==> src/rtl/scl_pkg.sv <==
package scl_pkg;
    typedef enum logic [1:0] {
        OP_CMP  = 2'b00,
        OP_NEG  = 2'b01,
        OP_POS  = 2'b10,
        OP_PASS = 2'b11
    } scl_op_e;

    typedef enum logic [1:0] {
        CC_ZERO = 2'd0,
        CC_NEG  = 2'd1,
        CC_POS  = 2'd2,
        CC_OVF  = 2'd3
    } scl_cc_e;

    typedef enum logic {
        ST_IDLE = 1'b0,
        ST_EMIT = 1'b1
    } scl_state_e;
endpackage

==> src/rtl/scl_datapath.sv <==
module scl_datapath
    import scl_pkg::*;
#(
    parameter int WIDTH = 32
) (
    input  scl_op_e          op,
    input  logic [WIDTH-1:0] opnd,
    output logic [WIDTH-1:0] res,
    output logic             ovf
);
    localparam logic [WIDTH-1:0] MOST_NEG = {1'b1, {(WIDTH-1){1'b0}}};

    logic [WIDTH-1:0] negated;
    logic             is_neg;
    logic             is_most_neg;

    assign negated     = ~opnd + {{(WIDTH-1){1'b0}}, 1'b1};
    assign is_neg      = opnd[WIDTH-1];
    assign is_most_neg = (opnd == MOST_NEG);

    always_comb begin
        res = opnd;
        ovf = 1'b0;
        unique case (op)
            OP_CMP: begin
                res = negated;
                ovf = is_most_neg;
            end
            OP_NEG: begin
                res = is_neg ? opnd : negated;
            end
            OP_POS: begin
                res = is_neg ? negated : opnd;
                ovf = is_most_neg;
            end
            OP_PASS: begin
                res = opnd;
            end
            default: begin
                res = opnd;
            end
        endcase
    end
endmodule

==> src/rtl/scl_ccgen.sv <==
module scl_ccgen
    import scl_pkg::*;
#(
    parameter int WIDTH = 32
) (
    input  logic [WIDTH-1:0] res,
    input  logic             ovf,
    output scl_cc_e          cc
);
    always_comb begin
        if (ovf)
            cc = CC_OVF;
        else if (res == '0)
            cc = CC_ZERO;
        else if (res[WIDTH-1])
            cc = CC_NEG;
        else
            cc = CC_POS;
    end
endmodule

==> src/rtl/scl_unit.sv <==
module scl_unit
    import scl_pkg::*;
#(
    parameter int WIDTH = 32
) (
    input  logic             clk,
    input  logic             rst_n,
    input  logic             in_valid,
    input  logic [1:0]       op_sel,
    input  logic [WIDTH-1:0] operand,
    input  logic             ovf_mask,
    output logic             out_valid,
    output logic [WIDTH-1:0] result,
    output logic [1:0]       cond_code,
    output logic             irq
);
    localparam logic [WIDTH-1:0] MOST_NEG = {1'b1, {(WIDTH-1){1'b0}}};

    scl_state_e       state_q, state_d;
    logic [WIDTH-1:0] res_c;
    logic             ovf_c;
    scl_cc_e          cc_c;
    logic [WIDTH-1:0] result_q;
    scl_cc_e          cc_q;
    logic             irq_q;

    scl_datapath #(.WIDTH(WIDTH)) u_datapath (
        .op   (scl_op_e'(op_sel)),
        .opnd (operand),
        .res  (res_c),
        .ovf  (ovf_c)
    );

    scl_ccgen #(.WIDTH(WIDTH)) u_ccgen (
        .res (res_c),
        .ovf (ovf_c),
        .cc  (cc_c)
    );

    always_comb begin
        state_d = state_q;
        unique case (state_q)
            ST_IDLE: state_d = in_valid ? ST_EMIT : ST_IDLE;
            ST_EMIT: state_d = in_valid ? ST_EMIT : ST_IDLE;
            default: state_d = ST_IDLE;
        endcase
    end

    always_ff @(posedge clk or negedge rst_n) begin
        if (!rst_n)
            state_q <= ST_IDLE;
        else
            state_q <= state_d;
    end

    always_ff @(posedge clk or negedge rst_n) begin
        if (!rst_n) begin
            result_q <= '0;
            cc_q     <= CC_ZERO;
            irq_q    <= 1'b0;
        end else if (in_valid) begin
            result_q <= res_c;
            cc_q     <= cc_c;
            irq_q    <= ovf_c & ovf_mask;
        end else begin
            irq_q    <= 1'b0;
        end
    end

    assign out_valid = (state_q == ST_EMIT);
    assign result    = result_q;
    assign cond_code = cc_q;
    assign irq       = irq_q;

    // one-cycle latency of the valid strobe
    a_r2_valid_follows: assert property (@(posedge clk) disable iff (!rst_n)
        in_valid |=> out_valid);
    a_r2_valid_drops: assert property (@(posedge clk) disable iff (!rst_n)
        !in_valid |=> !out_valid);

    // load negative never yields positive or overflow
    a_r4_neg_no_pos: assert property (@(posedge clk) disable iff (!rst_n)
        (in_valid && op_sel == 2'b01) |=> (cond_code == 2'd0 || cond_code == 2'd1));

    // load positive of anything but the most negative value is non-negative
    a_r5_pos_nonneg: assert property (@(posedge clk) disable iff (!rst_n)
        (in_valid && op_sel == 2'b10 && operand != MOST_NEG) |=> !result[WIDTH-1]);

    // pass-through copies the operand
    a_r6_pass_copy: assert property (@(posedge clk) disable iff (!rst_n)
        (in_valid && op_sel == 2'b11) |=> (result == $past(operand) && cond_code != 2'd3));

    // condition code agrees with the registered result
    a_r7_cc_zero: assert property (@(posedge clk) disable iff (!rst_n)
        (out_valid && cond_code == 2'd0) |-> (result == '0));
    a_r7_cc_neg: assert property (@(posedge clk) disable iff (!rst_n)
        (out_valid && cond_code == 2'd1) |-> result[WIDTH-1]);
    a_r7_cc_ovf: assert property (@(posedge clk) disable iff (!rst_n)
        (out_valid && cond_code == 2'd3) |-> (result == MOST_NEG));

    // request only on a valid overflow
    a_r8_irq_needs_ovf: assert property (@(posedge clk) disable iff (!rst_n)
        irq |-> (out_valid && cond_code == 2'd3));

    // masked overflow raises no request
    a_r9_masked: assert property (@(posedge clk) disable iff (!rst_n)
        (in_valid && !ovf_mask) |=> !irq);

    // idle cycles hold the outputs
    a_r10_hold: assert property (@(posedge clk) disable iff (!rst_n)
        !in_valid |=> ($stable(result) && $stable(cond_code) && !irq));
endmodule

==> config.mk <==
export PLATFORM = sky130hd
export DESIGN_NAME = scl_unit
export DESIGN_NICKNAME = d
export VERILOG_FILES = /design/src/rtl/scl_pkg.sv /design/src/rtl/scl_datapath.sv /design/src/rtl/scl_ccgen.sv /design/src/rtl/scl_unit.sv
export SDC_FILE = /design/constraint.sdc
export NUM_CORES = 1
export LEC_CHECK = 0
export BUFFER_PORTS_ARGS = -buffer_cell sky130_fd_sc_hd__clkbuf_2
export CAP_MARGIN = 20
export CORE_MARGIN = 2
export CORE_UTILIZATION = 38
export CTS_BUF_LIST = sky130_fd_sc_hd__clkbuf_4
export CTS_CLUSTER_SIZE = 16
export DETAILED_ROUTE_END_ITERATION = 10
export PLACE_DENSITY = 0.6
export SKIP_CTS_REPAIR_TIMING = 1
export SLEW_MARGIN = 25
export SYNTH_ARGS = -nofsm -noshare
export SYNTH_HDL_FRONTEND = slang
export SYNTH_HIERARCHICAL = 1
export SYNTH_SLANG_ARGS = --single-unit
==> constraint.sdc <==
create_clock -name clk -period 1.06 [get_ports clk]
set_input_delay 0.159 -clock clk [delete_from_list [all_inputs] [get_ports clk]]
set_output_delay 0.159 -clock clk [all_outputs]
set_load 0.05 [all_outputs]
==> load_flow_metrics.sql <==
INSERT INTO impl_metrics (metric_group, metric, value, unit) VALUES
('detailed_routing', 'antenna_violating_nets_post_route', '0', ''),
('synthesis', 'synth_area', '0.002385', 'mm²'),
('critical_path', 'critical_path_cell_by_cell', 'buf_6 -> or4_4 -> nand2b_4 -> nor3_4 -> and2_4 -> ha_4 -> mux4_2 -> nor4_2 -> nand4_1 -> nor2_1 -> o21bai_1 -> mux2_4', ''),
('critical_path', 'ff2ff_path_depth', '2', ''),
('synthesis', 'ys_ff_latch', '36', ''),
('sta', 'timing.max_slew.rel_slack', '68.92', '%'),
('final_layout', 'post-route-util', '74.25', '%'),
('sta', 'finalClockSkew', '0', 'ps'),
('power', 'p_seq_share', '32.0', '%'),
('die', 'design.die.area', '0.006926', 'mm²'),
('clock_network', 'tritoncts', 'done', ''),
('die', 'core_region_area', '0.005991', 'mm²'),
('run', 'timing.max_cap.violations', '0', ''),
('detailed_routing', 'drt-vias-per-instance', '5.019', ''),
('die', 'rows', '28', ''),
('critical_path', 'critPathLaunchType', 'input port', ''),
('global_route', 'gr-total-overflow', '0', ''),
('power', 'p_switching', '2.163', 'mW'),
('power', 'power.clock.fraction', '13.7', '%'),
('synthesis', 'yosysUniqueCellTypes', '41', ''),
('power', 'pwr-share-comb', '54.3', '%'),
('placement', 'placement.io_buffers', '73', ''),
('global_route', 'grt_first_pass_wirelength', '9867', 'µm'),
('global_route', 'largest_net_degree_at_the_start_of_global_routing', '37', ''),
('sta', 'setup_ws', '-1345', 'ps'),
('run_status', 'failed_checks', 'negative setup slack', ''),
('power', 'design_power_total', '5.508', 'mW'),
('global_route', 'grt_pass1_vias', '2110', ''),
('final_layout', 'num-nets-final', '429', ''),
('sta', 'setup-violations-final', '49', ''),
('sta', 'final_report_max_slew_violation_count', '0', ''),
('die', 'fp.dieW', '83.22', 'µm'),
('detailed_routing', 'drc', '0', ''),
('critical_path', 'criticalPathCategory', 'in -> reg', ''),
('synthesis', 'dominantRegCellSynth', 'dfrtp_1', ''),
('critical_path', 'timing.critical_path.depth', '12', ''),
('clock_network', 'cts_max_path_buffers', '2', ''),
('sta', 'worst_pin_slew', '456.4', 'ps'),
('sta', 'final-hold-violation-count', '0', ''),
('detailed_routing', 'detailed_route_via_count', '2324', ''),
('detailed_routing', 'wirelength', '7087', 'µm'),
('power', 'cellPowerDensity', '1238', 'mW/mm²'),
('placement', 'hpwl', '4723', 'µm'),
('power', 'power.share.switching', '39.28', '%'),
('clock_network', 'path_clk_slew', '110', 'ps'),
('clock_network', 'clock_insertion_delay_worst_skew', '330', 'ps'),
('final_layout', 'diodes', '0', ''),
('die', 'start_util', '39.81', '%'),
('synthesis', 'synth_cells', '202', ''),
('synthesis', 'syn-mean-instance-area', '11.81', 'µm²'),
('critical_path', 'data_arrival_time_of_the_critical_path', '2630', 'ps'),
('detailed_routing', 'detailedRoute.firstIterationViolations', '68', ''),
('placement', 'place.gp.congestion', '0.8112', ''),
('critical_path', 'max_stage_delay', '550', 'ps'),
('sta', 'period_needed', '2405', 'ps'),
('clock_network', 'cts-htree-levels', '2', ''),
('sta', 'timing.final.crit_share', '226.8', '%'),
('final_layout', 'fillers', '402', ''),
('global_route', 'global_route.usage.total', '17.46', '%'),
('hold_path', 'hold_class', 'in -> reg', ''),
('clock_network', 'tritoncts_num_sinks', '36', ''),
('synthesis', 'postSynthNetCount', '243', ''),
('detailed_routing', 'drt_pre_antenna_iters', '4', ''),
('clock_network', 'cts-buffers-inserted', '5', ''),
('critical_path', 'crit_fanout', '2', ''),
('run_status', 'outcome', 'finished with violations', ''),
('critical_path', 'timing.critical_path.required', '1290', 'ps'),
('critical_path', 'crit_path_end_kind', 'register', ''),
('critical_path', 'timing.critical_path.max_delay_family', 'simple AND/OR/NAND/NOR gates', ''),
('global_route', 'number_of_antenna_violations_at_the_first_check_in_global_routing', '0', ''),
('final_layout', 'drive_above_1_share', '74.23', '%');
worst paths after layout:
check                                       startpoint                       end
min in group asynchronous                        rst_n     result[5]$_DFFE_PN0P_
max in group asynchronous                        rst_n    result[19]$_DFFE_PN0P_
worst max-delay path                       operand[14]  cond_code[1]$_DFFE_PN0P_
worst max register to register  result[13]$_DFFE_PN0P_    result[13]$_DFFE_PN0P_
worst min-delay path                          ovf_mask             irq$_DFF_PN0_
worst min register to register  result[29]$_DFFE_PN0P_    result[29]$_DFFE_PN0P_
cell type report:
class	count	area (µm²)	area share, %
flip-flops and latches	36	900.9	20.25
inverters	8	37.54	0.8439
clock buffers	6	45.04	1.013
clock inverters	1	5.005	0.1125
well taps	75	93.84	2.110
multi-input cells	151	1764	39.66
repair buffers	186	1602	36.01
layer usage:
layer | GRT usage [%] | part of all wire [%] | up-vias
met4 | 5.067 | 1.4 | 0
met5 | 0 | 0 | -
li1 | - | - | 1112
met2 | 28.45 | 51 | 49
met3 | 4.274 | 3.2 | 8
met1 | 23.00 | 45 | 1155
cell usage in the layout, fill, tap and decap left out, types with 2 or more instances in the layout:
master     n
buf_4     98
buf_6     48
dfrtp_1   36
mux2_4    33
clkbuf_2  28
xor2_1    15
nor2_1     8
a21oi_2    7
a31oi_1    7
xnor2_2    7
clkbuf_4   6
buf_12     6
nor4_1     6
inv_1      6
nor4_2     5
mux2_2     4
nor2_4     4
xnor2_1    4
buf_8      3
nand4_1    3
nor3_4     3
nor3_1     3
nand2_1    3
xor2_2     3
buf_2      2
nor4_4     2
and4_4     2
nand2b_4   2
and2_4     2
a31oi_4    2
o21ai_2    2
ha_4       2
power by group through the flow:
stage,sequential (mW),combinational [mW],clock (mW)
global route,1.79,3.13,0.850
CTS,1.72,2.31,0.802
floorplan,2.53,0.730,0
finish,1.76,2.99,0.755
global placement,1.75,2.28,0
detailed placement,1.75,2.30,0
cells by family after synthesis:
group,Yosys count,share of synthesized area (%)
fa+ha+maj,3,1.574
mux,37,22.46
compound gates,27,7.608
xor+xnor,29,10.65
flops,36,37.78
simple gates,53,14.80
buf+inv,17,5.142
cell usage after synthesis (all sizes together), types with 4 or more instances:
master  number  area (µm²)
a31oi        9       56.30
a21oi        7       35.03
xor2        18       157.7
dfrtp       36       900.9
mux2        35       503.0
xnor2       11       96.34
o21ai        4       20.02
nor2        13       51.30
inv          8       30.03
nor3         7       35.03
buf          6       81.33
nor4        13       123.9
stage by stage:
step	cell area (µm²)	std cells	worst slack (ps)	hold slack [ps]
global route	4448	463	-1389	36.31
detailed placement	3520	421	-1769	144.3
global placement	3520	421	-1734	139.6
floorplan	2559	202	-1591	-136.6
CTS	3570	428	-1397	-248.1
finish	4448	463	-1345	55.62
flip-flops by register name, summed over array words and instances (netlist names):
name / count
cond_code: 2
irq: 1
result: 32
out_valid: 1
worst reg2reg max path, cell delays in order, from the launching register on:
cell	delay, ps
dfrtp_1	430
buf_4	140
mux2_4	250
(Power assumes the default switching activity.)
